<file path="config.mk">
export PLATFORM = sky130hd
export DESIGN_NAME = dti_unit
export DESIGN_NICKNAME = d
export VERILOG_FILES = /design/src/rtl/dti_pkg.sv /design/src/rtl/dti_prescaler.sv /design/src/rtl/dti_channel.sv /design/src/rtl/dti_fault.sv /design/src/rtl/dti_unit.sv
export SDC_FILE = /design/constraint.sdc
export NUM_CORES = 1
export LEC_CHECK = 0
export BUFFER_PORTS_ARGS = -buffer_cell sky130_fd_sc_hd__buf_2
export CAP_MARGIN = 30
export CORE_MARGIN = 3
export CORE_UTILIZATION = 60
export DETAILED_ROUTE_END_ITERATION = 8
export GPL_TIMING_DRIVEN = 0
export PLACE_DENSITY = 0.86
export REMOVE_ABC_BUFFERS = 1
export SLEW_MARGIN = 20
export SYNTH_ARGS = -nofsm -noshare
export SYNTH_HDL_FRONTEND = slang
export SYNTH_SLANG_ARGS = --single-unit
</file>
<file path="constraint.sdc">
create_clock -name clk -period 8.9 [get_ports clk]
set_input_delay 1.78 -clock clk [delete_from_list [all_inputs] [get_ports clk]]
set_output_delay 1.78 -clock clk [all_outputs]
set_load 0.01 [all_outputs]
</file>
<file path="src/rtl/dti_pkg.sv">
package dti_pkg;
  typedef enum logic [1:0] {
    FA_NONE     = 2'd0,
    FA_INACTIVE = 2'd1,
    FA_CLEAR    = 2'd2,
    FA_TRISTATE = 2'd3
  } fault_act_e;

  localparam int NUM_SRC    = 4;
  localparam int SRC_LOCKUP = 0;
  localparam int SRC_HALT   = 1;
  localparam int SRC_EXT0   = 2;
  localparam int SRC_EXT1   = 3;
endpackage

</file>
<file path="src/rtl/dti_prescaler.sv">
module dti_prescaler #(
  parameter int PRE_MAX = 10,
  parameter int SEL_W   = 4
) (
  input  logic             clk,
  input  logic             rst,
  input  logic             en,
  input  logic [SEL_W-1:0] sel,
  output logic             tick
);
  logic [PRE_MAX-1:0] cnt_q;
  logic [PRE_MAX-1:0] mask;

  always_comb begin
    mask = '0;
    for (int b = 0; b < PRE_MAX; b++)
      if (b < int'(sel)) mask[b] = 1'b1;
  end

  assign tick = en && ((cnt_q & mask) == mask);

  always_ff @(posedge clk) begin
    if (rst || !en) cnt_q <= '0;
    else            cnt_q <= cnt_q + 1'b1;
  end


  tick_spacing_chk: assert property (@(posedge clk) disable iff (rst)
    (tick && sel != '0) |=> (!tick || sel == '0));
endmodule

</file>
<file path="src/rtl/dti_channel.sv">
module dti_channel #(
  parameter int DLY_W = 8
) (
  input  logic             clk,
  input  logic             rst,
  input  logic             en,
  input  logic             tick,
  input  logic             pwm,
  input  logic [DLY_W-1:0] rise_dly,
  input  logic [DLY_W-1:0] fall_dly,
  output logic             pri_act,
  output logic             cmp_act
);
  logic             lvl_q;
  logic [DLY_W-1:0] cnt_q;
  logic [DLY_W-1:0] cnt_n;
  logic [DLY_W-1:0] need;
  logic             done;

  always_comb begin
    cnt_n = (pwm == lvl_q) ? cnt_q : '0;
    need  = pwm ? rise_dly : fall_dly;
    done  = (cnt_n >= need);
  end

  always_ff @(posedge clk) begin
    if (rst || !en) begin
      lvl_q   <= 1'b0;
      cnt_q   <= '0;
      pri_act <= 1'b0;
      cmp_act <= 1'b0;
    end else begin
      lvl_q   <= pwm;
      pri_act <= pwm & done;
      cmp_act <= ~pwm & done;
      if (!done && tick) cnt_q <= cnt_n + 1'b1;
      else               cnt_q <= cnt_n;
    end
  end


  no_overlap_chk: assert property (@(posedge clk) disable iff (rst)
    !(pri_act && cmp_act));

  edge_kills_drive_chk: assert property (@(posedge clk) disable iff (rst)
    (en && pwm != lvl_q) |=> (!pri_act || rise_dly == '0 || $past(rise_dly) == '0));
endmodule

</file>
<file path="src/rtl/dti_fault.sv">
module dti_fault
  import dti_pkg::*;
#(
  parameter int NSRC = NUM_SRC
) (
  input  logic            clk,
  input  logic            rst,
  input  logic [NSRC-1:0] src,
  input  logic [NSRC-1:0] src_en,
  input  logic [NSRC-1:0] clr,
  input  logic            auto_restart,
  output logic [NSRC-1:0] flags,
  output logic            active
);
  for (genvar i = 0; i < NSRC; i++) begin : g_src
    logic set_i;
    logic drop_i;
    assign set_i  = src_en[i] & src[i];
    if (i == SRC_HALT) begin : g_halt
      assign drop_i = clr[i] | (auto_restart & ~src[i]);
    end else begin : g_plain
      assign drop_i = clr[i];
    end

    always_ff @(posedge clk) begin
      if (rst) flags[i] <= 1'b0;
      else     flags[i] <= set_i | (flags[i] & ~drop_i);
    end


    flag_set_chk: assert property (@(posedge clk) disable iff (rst)
      (src_en[i] && src[i]) |=> flags[i]);

    flag_sticky_chk: assert property (@(posedge clk) disable iff (rst)
      (flags[i] && !clr[i] && !(i == SRC_HALT && auto_restart)) |=> flags[i]);
  end

  assign active = |flags;
endmodule

</file>
<file path="src/rtl/dti_unit.sv">
module dti_unit
  import dti_pkg::*;
#(
  parameter int NCH     = 3,
  parameter int DLY_W   = 8,
  parameter int SEL_W   = 4,
  parameter int PRE_MAX = 10
) (
  input  logic               clk,
  input  logic               rst,
  input  logic               enable,
  input  logic [NCH-1:0]     pwm_in,
  input  logic [SEL_W-1:0]   presc_sel,
  input  logic [DLY_W-1:0]   rise_dly,
  input  logic [DLY_W-1:0]   fall_dly,
  input  logic               pri_active_low,
  input  logic               cmp_invert,
  input  logic [2*NCH-1:0]   out_mask,
  input  logic [1:0]         fault_act,
  input  logic               lockup_in,
  input  logic               halt_in,
  input  logic [1:0]         ext_fault_in,
  input  logic [NUM_SRC-1:0] fault_src_en,
  input  logic [NUM_SRC-1:0] fault_clr,
  input  logic               auto_restart,
  output logic [NCH-1:0]     pri_out,
  output logic [NCH-1:0]     cmp_out,
  output logic [NCH-1:0]     pri_oe,
  output logic [NCH-1:0]     cmp_oe,
  output logic [NUM_SRC-1:0] fault_flags,
  output logic               fault_active
);
  logic           tick;
  logic [NCH-1:0] pri_act;
  logic [NCH-1:0] cmp_act;
  logic [NCH-1:0] pri_nx, cmp_nx, pri_oe_nx, cmp_oe_nx;
  fault_act_e     fa;

  dti_prescaler #(.PRE_MAX(PRE_MAX), .SEL_W(SEL_W)) presc_i (
    .clk(clk), .rst(rst), .en(enable), .sel(presc_sel), .tick(tick)
  );

  for (genvar c = 0; c < NCH; c++) begin : g_ch
    dti_channel #(.DLY_W(DLY_W)) ch_i (
      .clk(clk), .rst(rst), .en(enable), .tick(tick), .pwm(pwm_in[c]),
      .rise_dly(rise_dly), .fall_dly(fall_dly),
      .pri_act(pri_act[c]), .cmp_act(cmp_act[c])
    );
  end

  dti_fault #(.NSRC(NUM_SRC)) fault_i (
    .clk(clk), .rst(rst),
    .src({ext_fault_in[1], ext_fault_in[0], halt_in, lockup_in}),
    .src_en(fault_src_en), .clr(fault_clr), .auto_restart(auto_restart),
    .flags(fault_flags), .active(fault_active)
  );

  always_comb begin
    logic idle_p, idle_c;
    fa     = fault_act_e'(fault_act);
    idle_p = pri_active_low;
    idle_c = pri_active_low ^ cmp_invert;
    for (int i = 0; i < NCH; i++) begin
      pri_oe_nx[i] = out_mask[i];
      cmp_oe_nx[i] = out_mask[NCH+i];
      pri_nx[i]    = out_mask[i]     ? (pri_act[i] ^ idle_p) : idle_p;
      cmp_nx[i]    = out_mask[NCH+i] ? (cmp_act[i] ^ idle_c) : idle_c;
      if (!enable || (fault_active && fa == FA_TRISTATE)) begin
        pri_oe_nx[i] = 1'b0;
        cmp_oe_nx[i] = 1'b0;
        pri_nx[i]    = idle_p;
        cmp_nx[i]    = idle_c;
      end else if (fault_active && fa == FA_INACTIVE) begin
        pri_nx[i] = idle_p;
        cmp_nx[i] = idle_c;
      end else if (fault_active && fa == FA_CLEAR) begin
        pri_nx[i] = 1'b0;
        cmp_nx[i] = 1'b0;
      end
    end
  end

  always_ff @(posedge clk) begin
    if (rst) begin
      pri_out <= '0;
      cmp_out <= '0;
      pri_oe  <= '0;
      cmp_oe  <= '0;
    end else begin
      pri_out <= pri_nx;
      cmp_out <= cmp_nx;
      pri_oe  <= pri_oe_nx;
      cmp_oe  <= cmp_oe_nx;
    end
  end


  disabled_quiet_chk: assert property (@(posedge clk) disable iff (rst)
    !enable |=> (pri_oe == '0 && cmp_oe == '0));

  tristate_chk: assert property (@(posedge clk) disable iff (rst)
    (fault_active && fault_act == 2'd3) |=> (pri_oe == '0 && cmp_oe == '0));

  clear_action_chk: assert property (@(posedge clk) disable iff (rst)
    (enable && fault_active && fault_act == 2'd2) |=> (pri_out == '0 && cmp_out == '0));

  mask_gate_chk: assert property (@(posedge clk) disable iff (rst)
    enable |=> ((pri_oe & ~$past(out_mask[NCH-1:0])) == '0 &&
                (cmp_oe & ~$past(out_mask[2*NCH-1:NCH])) == '0));
endmodule

</file>
After elaboration in Yosys (flattened, before gate mapping)
Cells that the tools add are included.

Bits in registers: 59. Latch bits: 0. Bits in writable memories: 0. Memory bits (read-only): 0. Output and inout port bits: 17. Word-level logic and storage cells: 139. Memories kept: 0.

Add/subtract/negate cells: 4. $mul: 0. Divide/modulo/power cells: 0. Order comparisons: 13. Equality and inequality tests: 7. Shift-type cells: 0. Multiplexer cells: 43. Bitwise gates (word level): 36. Reduce and logical (&&, ||, !) cells: 15.

Operator list (count): $mux W8 (9); $mux W1 (34); $add A8 B1 Y8 const B (3); $ge A8 B8 Y1 (3); $lt A3 B4 Y1 const A (4); $and A1 B1 Y1 (15); $add A10 B1 Y10 const B (1); $and A10 B10 Y10 (1); $eq A10 B10 Y1 (1); $lt A1 B4 Y1 const A (2); $lt A2 B4 Y1 const A (2); $lt A4 B4 Y1 const A (2); $not A1 Y1 (8); $logic_and A1 B1 Y1 (7); $xor A1 B1 Y1 (7); $or A1 B1 Y1 (5); $eq A2 B2 Y1 const B (2); $logic_not A1 Y1 (4); $reduce_or A4 Y1 (1); $eq A1 B1 Y1 (3); $eq A2 B1 Y1 const B (1); $logic_or A1 B1 Y1 (2); $reduce_or A2 Y1 (1).

Longest topological paths before layout
Gate-level depths: netlist of run 1.

Depth in word-level cells: 7. Depth in mapped cells: 11. Gate-level depth less buffers: 10.

Modules after synthesis
From an unflattened synthesis of run 1, not the netlist that was laid out.

Cell total of the unflattened synthesis: 413. Area total of the unflattened synthesis: 3647.2 um^2.

Modules (own cells, without submodules): dti_channel (instances 3, cells an instance 92, area an instance 815.8 um^2, seq. area each 220.2 um^2); dti_unit (instances 1, cells an instance 59, area an instance 543.0 um^2, seq. area each 240.2 um^2); dti_prescaler (instances 1, cells an instance 60, area an instance 501.7 um^2, seq. area each 200.2 um^2); dti_fault (instances 1, cells an instance 18, area an instance 155.1 um^2, seq. area each 80.1 um^2).

Least setup slack after synthesis of run 1
OpenSTA, ideal clock, no wires.

Kind: input port to flip-flop. Start: input pwm_in[2]. End: register g_ch[2].ch_i.cnt_q[3]. Setup time: 71 ps. Data arrival time: 4035 ps. Required time: 8829 ps. Path slack: 4794 ps. Stages on the path: 9. Buffers on the path: 1. Cells stage by stage: clkbuf_1 mux2_2 ha_1 nor2b_1 o21ai_0 a21oi_1 nand3_1 or4_1 a21oi_1.

Longest elaborated chain between the ends: 6. Elaborated cells on any way between the ends: 8.

RTL lines: start: declaration (RTL line dti_unit.sv:12) `input logic [NCH-1:0] pwm_in,`; $eq A1 B1 Y1 (RTL line dti_channel.sv:21) `cnt_n = (pwm == lvl_q) ? cnt_q : '0;`; $mux W8 (RTL line dti_channel.sv:21); $ge A8 B8 Y1 (RTL line dti_channel.sv:23) `done = (cnt_n >= need);`; $logic_not A1 Y1 (RTL line dti_channel.sv:36) `if (!done && tick) cnt_q <= cnt_n + 1'b1;`; $logic_and A1 B1 Y1 (RTL line dti_channel.sv:36); $mux W8 (*) (RTL line dti_channel.sv:36); end signal: assignment (RTL line dti_channel.sv:36); end signal: assignment (RTL line dti_channel.sv:37) `else cnt_q <= cnt_n;`; end: declaration (RTL line dti_channel.sv:15) `logic [DLY_W-1:0] cnt_q;`.

Every way passes the cells marked *; elsewhere a longest branch is shown, timed or not. A chain may end at the register's enable or synchronous reset.

Worst setup path after layout of run 1
Same ends and word-level chain as after synthesis.

==> flow_summary.toml, run 1 <==
[timing]
fin_skew_ns = 0.00683
period_needed_ns = 4.47
worstMarginPinSlew_ns = 0.998
hold_slack_ns = 0.487
rsz0062_at_grt = "no"
setup_viol = 0
slew_headroom_pct = 32.9
worst_slack_ns = 4.43
hold_viol = 0
period_share_pct = 50.3
finalMaxSlewViolations = 0
setup_tns_ns = 0
fmax_mhz = 224

[cts]
ctsHoldBuffers = 0
cts_root_buf = "clkbuf_8"
cts.clk_slew.worst_paths_ns = 0.08
cts_buffer_depth = 2
cts_resized = 0
clk_latency_ns = 0.35
post-cts-setup-buffers = 0
cts.sinks = 59
cts_buffers = 9
cts.htree.levels = 3
cts_tree = "built"

[yosys]
avgSynthCellArea_sq_um = 8.61
synth_top_cell_by_area = "dfxtp_1"
ys_types = 50
yosysSeqAreaShare_pct = 34.2
synth_area_leaders = "dfxtp_1, ha_1, mux2i_1, a21oi_1, nand2_1"
synth-edff-count = 0
synth_ff_type = "dfxtp_1"
synth_area_sq_um = 3450
synth_top_area_share_pct = 34.2
ys.warnings.count = 0
syn_inst = 401
async_reset_ff_share_pct = 0
ys_ff_latch = 59

[placed_design]
io_buffers = 65
finalWeightedCongestion = 0.811
hpwl_mm = 5.95
dp_slack_ns = 4.12

[finish]
final_layout_size_suffix_gt1_share_pct = 20.7
seqCellArea_sq_um = 1180
num_antenna_cells = 0
post-route-util_pct = 75.1
multiInputGateArea_sq_um = 2130
fillCellCount = 381
mostFrequentLayoutCells = "buf_2, dfxtp_1, nand2_1"
layout_commonest_cell = "buf_2"
area_growth_pct = 16.1
final_nets = 541

[critical_path]
cp_slowest_cell = "or4_1"
path_common_cell = "a21oi_1"
cp-end-kind = "flip-flop"
worst-path-buf-inv = 2
critical_path_peak_fanout = 11
slowest_delay_ns = 0.57
cp_top_family = "simple AND/OR/NAND/NOR gates"
startpoint_type = "input port"
path_class = "in -> reg"
required_ns = 9.17
path_cells = "buf_2 > xnor2_1 > and2_1 > inv_1 > ha_1 > nor2b_1 > o21ai_0 > a21oi_1 > nand3_1 > or4_1 > a21oi_1"
reg2reg_slack_ns = 5.80
crit_arrival_ns = 4.74

[job]
cap_viol_max_count = 0

[detailed_routing]
wl_mm = 8.19
drt_iter0_drc = 183
drc = 0
vias_per_cell = 5.77
first_pass_iters = 5
dr_total_vias = 3111
drtAntennaViolNets = 0
wl_per_cell_um = 15.2

[global_routing]
grt_overflow = 0
first_global_vias = 2942
grtUsageTotal_pct = 25.1
grt_pass1_wl_mm = 13.0
antenna_found_initial = 0
grt_max_degree = 37

[floorplanning]
die_y_um = 81.9
fp.dieW_um = 81.9
io_pins = 66
dieArea_sq_um = 6700
initial_core_util_pct = 64.7
core_area_sq_um = 5340
rows = 26

[power]
peakVddDrop_mv = 0.0962
design_power_total_mw = 0.590
p_per_area_nw_per_um2 = 147
p_leak_nw = 1.85

[status]
status = "finished, final reports clean"

[hold_path]
hold_class = "reg -> reg"
[worst paths after layout]
check	depth (start not counted)	to	from
setup / recovery	11	g_ch[2].ch_i.cnt_q[3]	pwm_in[2]
hold / removal	2	cmp_out[0]	g_ch[0].ch_i.cmp_act
setup reg to reg	10	g_ch[2].ch_i.cnt_q[3]	g_ch[2].ch_i.lvl_q
hold reg to reg	2	cmp_out[0]	g_ch[0].ch_i.cmp_act
[per-layer routing]
metal	global-route usage (%)	vias to the layer above	wire length [um]
met5	0	-	0
li1	-	1555	-
met4	10.6	0	122
met3	3.95	10	383
met1	29.4	1466	3540
met2	44.9	80	4140
[power by group]
part           switching [mW]  internal [mW]  leakage (nW)  total [mW]
combinational          0.0392         0.0290          1.27      0.0682
sequential            0.00239          0.269         0.479       0.272
clock                   0.120          0.130        0.0958       0.250
total                   0.161          0.429          1.85       0.590
[worst register-to-register path, cell delays in order (launching register included)]
cell     delay, ns
dfxtp_1       0.31
xnor2_1       0.50
and2_1        0.28
inv_1         0.13
ha_1          0.31
nor2b_1       0.10
o21ai_0       0.07
a21oi_1       0.28
nand3_1       0.32
or4_1         0.57
a21oi_1       0.14
[synth_stat cells (all sizes together) (2+ instances only)]
cell type	instances
a21oi	37
nor3	6
nand4	8
ha	28
o21a	2
o31ai	3
or4	3
nand3	17
mux2i	23
o211ai	2
xor2	3
a21o	6
clkbuf	11
nor3b	3
nor4	5
xnor2	14
mux2	3
a211o	4
or3	3
nor2b	4
buf	2
dfxtp	59
a31oi	2
nand2b	7
a31o	5
and3	9
and2	24
nor2	25
nand2	41
o21ai	8
inv	21
[cells by family after synthesis]
family | Yosys count | share of synthesized area (%)
simple gates | 160 | 25.2
mux | 26 | 7.65
compound gates | 77 | 14.5
buf+inv | 34 | 4.02
flops | 59 | 34.2
fa+ha+maj | 28 | 10.1
xor+xnor | 17 | 4.31
[registers in the layout (all words and copies together), names as in the netlist]
register           count
pri_out                3
cmp_out                3
g_ch.ch_i.lvl_q        3
cmp_oe                 3
g_ch.ch_i.cmp_act      3
g_ch.ch_i.pri_act      3
presc_i.cnt_q         10
fault_i.flags          4
pri_oe                 3
g_ch.ch_i.cnt_q       24
[per-stage QoR]
step | std cells | instance area [sq um]
floorplan | 388 | 3390
global placement | 523 | 3800
detailed placement | 523 | 3810
CTS | 539 | 4010
global route | 539 | 4010
finish | 539 | 4010
[layout make-up]
class	instances	share of cell area (%)
multi-input combinational	308	53.3
sequential	59	29.5
timing repair buffer	65	8.12
clock buffer	9	3.09
tap	70	2.19
inverter	21	1.97
clock inverter	7	1.90
Note: power is estimated with default switching activity, not from simulation.
==> run 2: changes to the inputs <==
- CORE_UTILIZATION: 60 -> 50
- PLACE_DENSITY: 0.86 -> 0.76
- clock period: 8.9 -> 4 ns (I/O delays scaled with it)
==> run 2 against run 1 <==
Net effect: hold slack got worse by 0.0086 ns; via count fell by 3.0%; design area rose by 0.59%; non-clock buffer count did not move; sequential share of layout area fell by 0.17 points; final cell count rose by 1.3%; critical path type unchanged; largest power group unchanged.
==> flow_summary.toml, run 2 (synthesis results as in run 1) <==
[timing]
rsz0062_at_grt = "no"
finalMaxSlewViolations = 0
slew_headroom_pct = 39.2
fmax_mhz = 281
period_share_pct = 88.9
worstMarginPinSlew_ns = 0.905
hold_viol = 0
fin_skew_ns = 0.00852
setup_viol = 0
period_needed_ns = 3.56
setup_tns_ns = 0

[cts]
cts_root_buf = "clkbuf_8"
cts_buffers = 9
clk_latency_ns = 0.34
cts_tree = "built"
cts_buffer_depth = 2
post-cts-setup-buffers = 0
ctsHoldBuffers = 0
cts.sinks = 59
cts_resized = 0
cts.htree.levels = 3
cts.clk_slew.worst_paths_ns = 0.07

[global_routing]
met2_usage_pct = 34.2
grt.busiest_layer = "met2"
grtUsageTotal_pct = 20.1
grt_max_degree = 37
grt_use_met1_pct = 25.3
antenna_found_initial = 0
first_global_vias = 2862
grt_pass1_wl_mm = 12.7
grt_overflow = 0
grt_util_met3_pct = 3.96

[floorplanning]
rows = 29
core_area_sq_um = 6530
initial_core_util_pct = 52.9
die_y_um = 89.1
fp.dieW_um = 89.1
io_pins = 66
dieArea_sq_um = 7940

[finish]
area_growth_pct = 16.8
final_cell_area_sq_um = 4030
final_nets = 541
largest_register = "g_ch.ch_i.cnt_q"
final_layout_size_suffix_gt1_share_pct = 20.7
largest_reg_flops = 24
layout_commonest_cell = "buf_2"
largestRegisters = "g_ch.ch_i.cnt_q: 24 flops, presc_i.cnt_q: 10 flops, fault_i.flags: 4 flops"
num_antenna_cells = 0
mostFrequentLayoutCells = "buf_2, dfxtp_1, nand2_1"

[detailed_routing]
drc = 0
vias_per_cell = 5.53
first_pass_iters = 4
wl_mm = 7.74
drt_iter0_drc = 124
dr_total_vias = 3018
drtAntennaViolNets = 0
wl_per_cell_um = 14.2

[job]
cap_viol_max_count = 0

[power]
p_per_area_nw_per_um2 = 337
peakVddDrop_mv = 0.215
p_leak_nw = 1.86
design_power_total_mw = 1.36

[critical_path]
cp-end-kind = "flip-flop"
required_ns = 4.25
rr_startpoint = "g_ch[2].ch_i.lvl_q"
crit_arrival_ns = 3.81
path_class = "in -> reg"
cp-startpoint = "pwm_in[2]"
startpoint_type = "input port"
critical_path_peak_fanout = 11

[hold_path]
hold_class = "reg -> reg"
hold_path_startpoint = "g_ch[1].ch_i.cmp_act"

[placed_design]
finalWeightedCongestion = 0.882
hpwl_mm = 5.83
io_buffers = 65
placed_cell_area_sq_um = 3820

[status]
status = "finished, final reports clean"
==> run 2: cell count changes in the layout (fill, tap and decap cells not counted), sizes merged <==
cell	change
clkinvlp	-1
bufinv	+1
==> run 2: worst max-delay path, stage by stage <==
cell     delay, ns
buf_2         0.20
xnor2_1       0.57
and2_1        0.29
inv_1         0.14
ha_1          0.31
nor2b_1       0.10
o21ai_0       0.09
a21oi_1       0.29
nand3_1       0.31
or4_1         0.55
a21oi_1       0.15
==> run 2: through the flow <==
step | cells | setup WS (ns) | hold slack, ns | util, %
after CTS | 546 | 0.405 | 0.477 | 61.7
after detailed placement | 530 | 0.128 | 0.467 | 58.4
after global placement | 530 | 0.191 | 0.472 | 58.4
after global routing | 546 | 0.118 | 0.511 | 61.7
final | 546 | 0.443 | 0.479 | 61.7
after floorplan | 388 | 0.931 | 0.442 | -
==> run 2: cell type report <==
type | instances | area, sq um
Clock buffer | 9 | 124
Fill cell | 600 | 2500
Timing Repair Buffer | 65 | 325
Inverter | 21 | 78.8
Sequential cell | 59 | 1180
Clock inverter | 7 | 91.3
Multi-Input combinational cell | 308 | 2130
Tap cell | 77 | 96.3
==> run 2: routing by layer <==
layer,wire [um],share of wire (%)
met4,126,1.6
met1,3580,46
met2,3690,48
met5,0,0
met3,334,4.3
==> run 2: path summary, 6_finish.rpt <==
path / end / cells past startpoint / slack [ns]
worst min-delay path: cmp_out[1] / 2 / 0.48
worst max register to register: g_ch[2].ch_i.cnt_q[3] / 10 / 0.85
worst min register to register: cmp_out[1] / 2 / 0.48
worst max-delay path: g_ch[2].ch_i.cnt_q[3] / 11 / 0.44
==> run 2: report_power, final <==
part           internal (mW)  switching (mW)
Clock                  0.349           0.255
Combinational         0.0643          0.0850
Sequential             0.599         0.00477
==> run 3: changes to the inputs <==
- PLACE_DENSITY: 0.76 -> 0.85
==> run 3 against run 2 <==
Net effect: combinational power is essentially flat; sequential power about the same; final cell count unchanged; global-route usage increased by 0.66 points; sequential share of layout area is 0.19 points higher; register-to-register slack worse by 0.03 ns; die area stayed put; core utilization fell by 0.40 points; critical path depth stayed put; power down 7.0%; design area shrank 0.65%; critical endpoint unchanged.
==> flow_summary.toml, run 3 (synthesis results as in run 1) <==
[floorplanning]
initial_core_util_pct = 52.9
rows = 29
io_pins = 66
fp.dieW_um = 89.1
core_area_sq_um = 6530
die_y_um = 89.1
dieArea_sq_um = 7940

[placed_design]
finalWeightedCongestion = 0.872
hpwl_mm = 6.09
io_buffers = 65
dpl.cell_count = 530

[critical_path]
cp_slowest_cell = "xnor2_1"
crit_arrival_ns = 3.84
path_common_cell = "a21oi_1"
worst-path-buf-inv = 2
path_class = "in -> reg"
startpoint_type = "input port"
path_cells = "buf_2 > xnor2_1 > and2_1 > inv_1 > ha_1 > nor2b_1 > o21ai_0 > a21oi_1 > nand3_1 > or4_1 > a21oi_1"
required_ns = 4.25
slowest_delay_ns = 0.59
cp-end-kind = "flip-flop"
critical_path_peak_fanout = 11
cp_top_family = "simple AND/OR/NAND/NOR gates"

[timing]
finalMaxSlewViolations = 0
setup_tns_ns = 0
slew_headroom_pct = 38.4
setup_viol = 0
hold_slack_ns = 0.481
period_needed_ns = 3.59
hold_viol = 0
fin_skew_ns = 0.00410
rsz0062_at_grt = "no"
period_share_pct = 89.7
worstMarginPinSlew_ns = 0.915
fmax_mhz = 279

[global_routing]
grtUsageTotal_pct = 20.8
antenna_found_initial = 0
first_global_vias = 2993
grt_max_degree = 37
grt_pass1_wl_mm = 13.0
grt_overflow = 0

[detailed_routing]
dr_total_vias = 3127
wl_mm = 8.01
vias_per_cell = 5.73
drc = 0
drt_iter0_drc = 119
drtAntennaViolNets = 0
wl_per_cell_um = 14.7
first_pass_iters = 4

[hold_path]
hold_class = "reg -> reg"

[cts]
cts_tree = "built"
post-cts-setup-buffers = 0
cts.htree.levels = 3
cts_buffers = 9
cts_resized = 0
clk_latency_ns = 0.33
cts.sinks = 59
cts_root_buf = "clkbuf_8"
cts.clk_slew.worst_paths_ns = 0.07
ctsHoldBuffers = 0
cts_buffer_depth = 2

[finish]
largest_register = "g_ch.ch_i.cnt_q"
layout_commonest_cell = "buf_2"
final_layout_size_suffix_gt1_share_pct = 20.7
instances_no_fill = 546
num_antenna_cells = 0
largestRegisters = "g_ch.ch_i.cnt_q: 24 flops, presc_i.cnt_q: 10 flops, fault_i.flags: 4 flops"
mostFrequentLayoutCells = "buf_2, dfxtp_1, nand2_1"
area_growth_pct = 16.0
final_nets = 541
largest_reg_flops = 24

[job]
cap_viol_max_count = 0

[status]
status = "finished, final reports clean"

[power]
p_per_area_nw_per_um2 = 315
p_leak_nw = 1.84
peakVddDrop_mv = 0.222
run 3: changes by cell type in the layout (fill, tap and decap cells not counted):
| cell | change |
|---|---|
| clkinv_4 | +2 |
| clkinvlp_4 | +1 |
| clkbuf_8 | +2 |
| inv_6 | -1 |
| bufinv_16 | -2 |
| clkinv_2 | -2 |
run 3: layer usage:
metal	vias up	GRT usage (%)	part of all wire, %
li1	1557	-	-
met2	100	36.2	49
met4	0	9.88	1.6
met5	-	0	0
met1	1459	24.2	43
met3	11	4.42	5.9
run 3: worst paths after layout:
path / startpoint / to / slack (ns) / cells past startpoint
min: g_ch[1].ch_i.cmp_act / cmp_out[1] / 0.48 / 2
min reg2reg: g_ch[1].ch_i.cmp_act / cmp_out[1] / 0.48 / 2
max: pwm_in[2] / g_ch[2].ch_i.cnt_q[3] / 0.41 / 11
max reg2reg: g_ch[2].ch_i.lvl_q / g_ch[2].ch_i.cnt_q[3] / 0.82 / 10
run 3: tightest hold or removal path: cells and delay by family (launching register included):
family	cells	cell delay, ns
and+or+nand+nor	1	0.06
DFF	1	0.32
AOI/OAI and AO/OA	1	0.06
run 3: through the flow:
stage               cell area (sq um)  utilization (%)  setup WS [ns]  power, mW
finish                           4010             61.3          0.410       1.26
global placement                 3810             58.4          0.195      0.761
global route                     4010             61.3          0.247       1.32
detailed placement               3820             58.4          0.162      0.768
CTS                              4010             61.3          0.510       1.27
floorplan                        3390                -          0.931      0.696
run 3: where the power goes:
group	switching [mW]	internal (mW)	total, mW
clock	0.247	0.259	0.506
sequential	0.00486	0.599	0.604
combinational	0.0870	0.0644	0.151
run 3: cell type report:
cell class	count	area, sq um
Sequential cell	59	1180
Clock inverter	5	37.5
Multi-Input combinational cell	308	2130
Timing Repair Buffer	65	325
Fill cell	572	2530
Inverter	21	78.8
Clock buffer	11	151
Tap cell	77	96.3
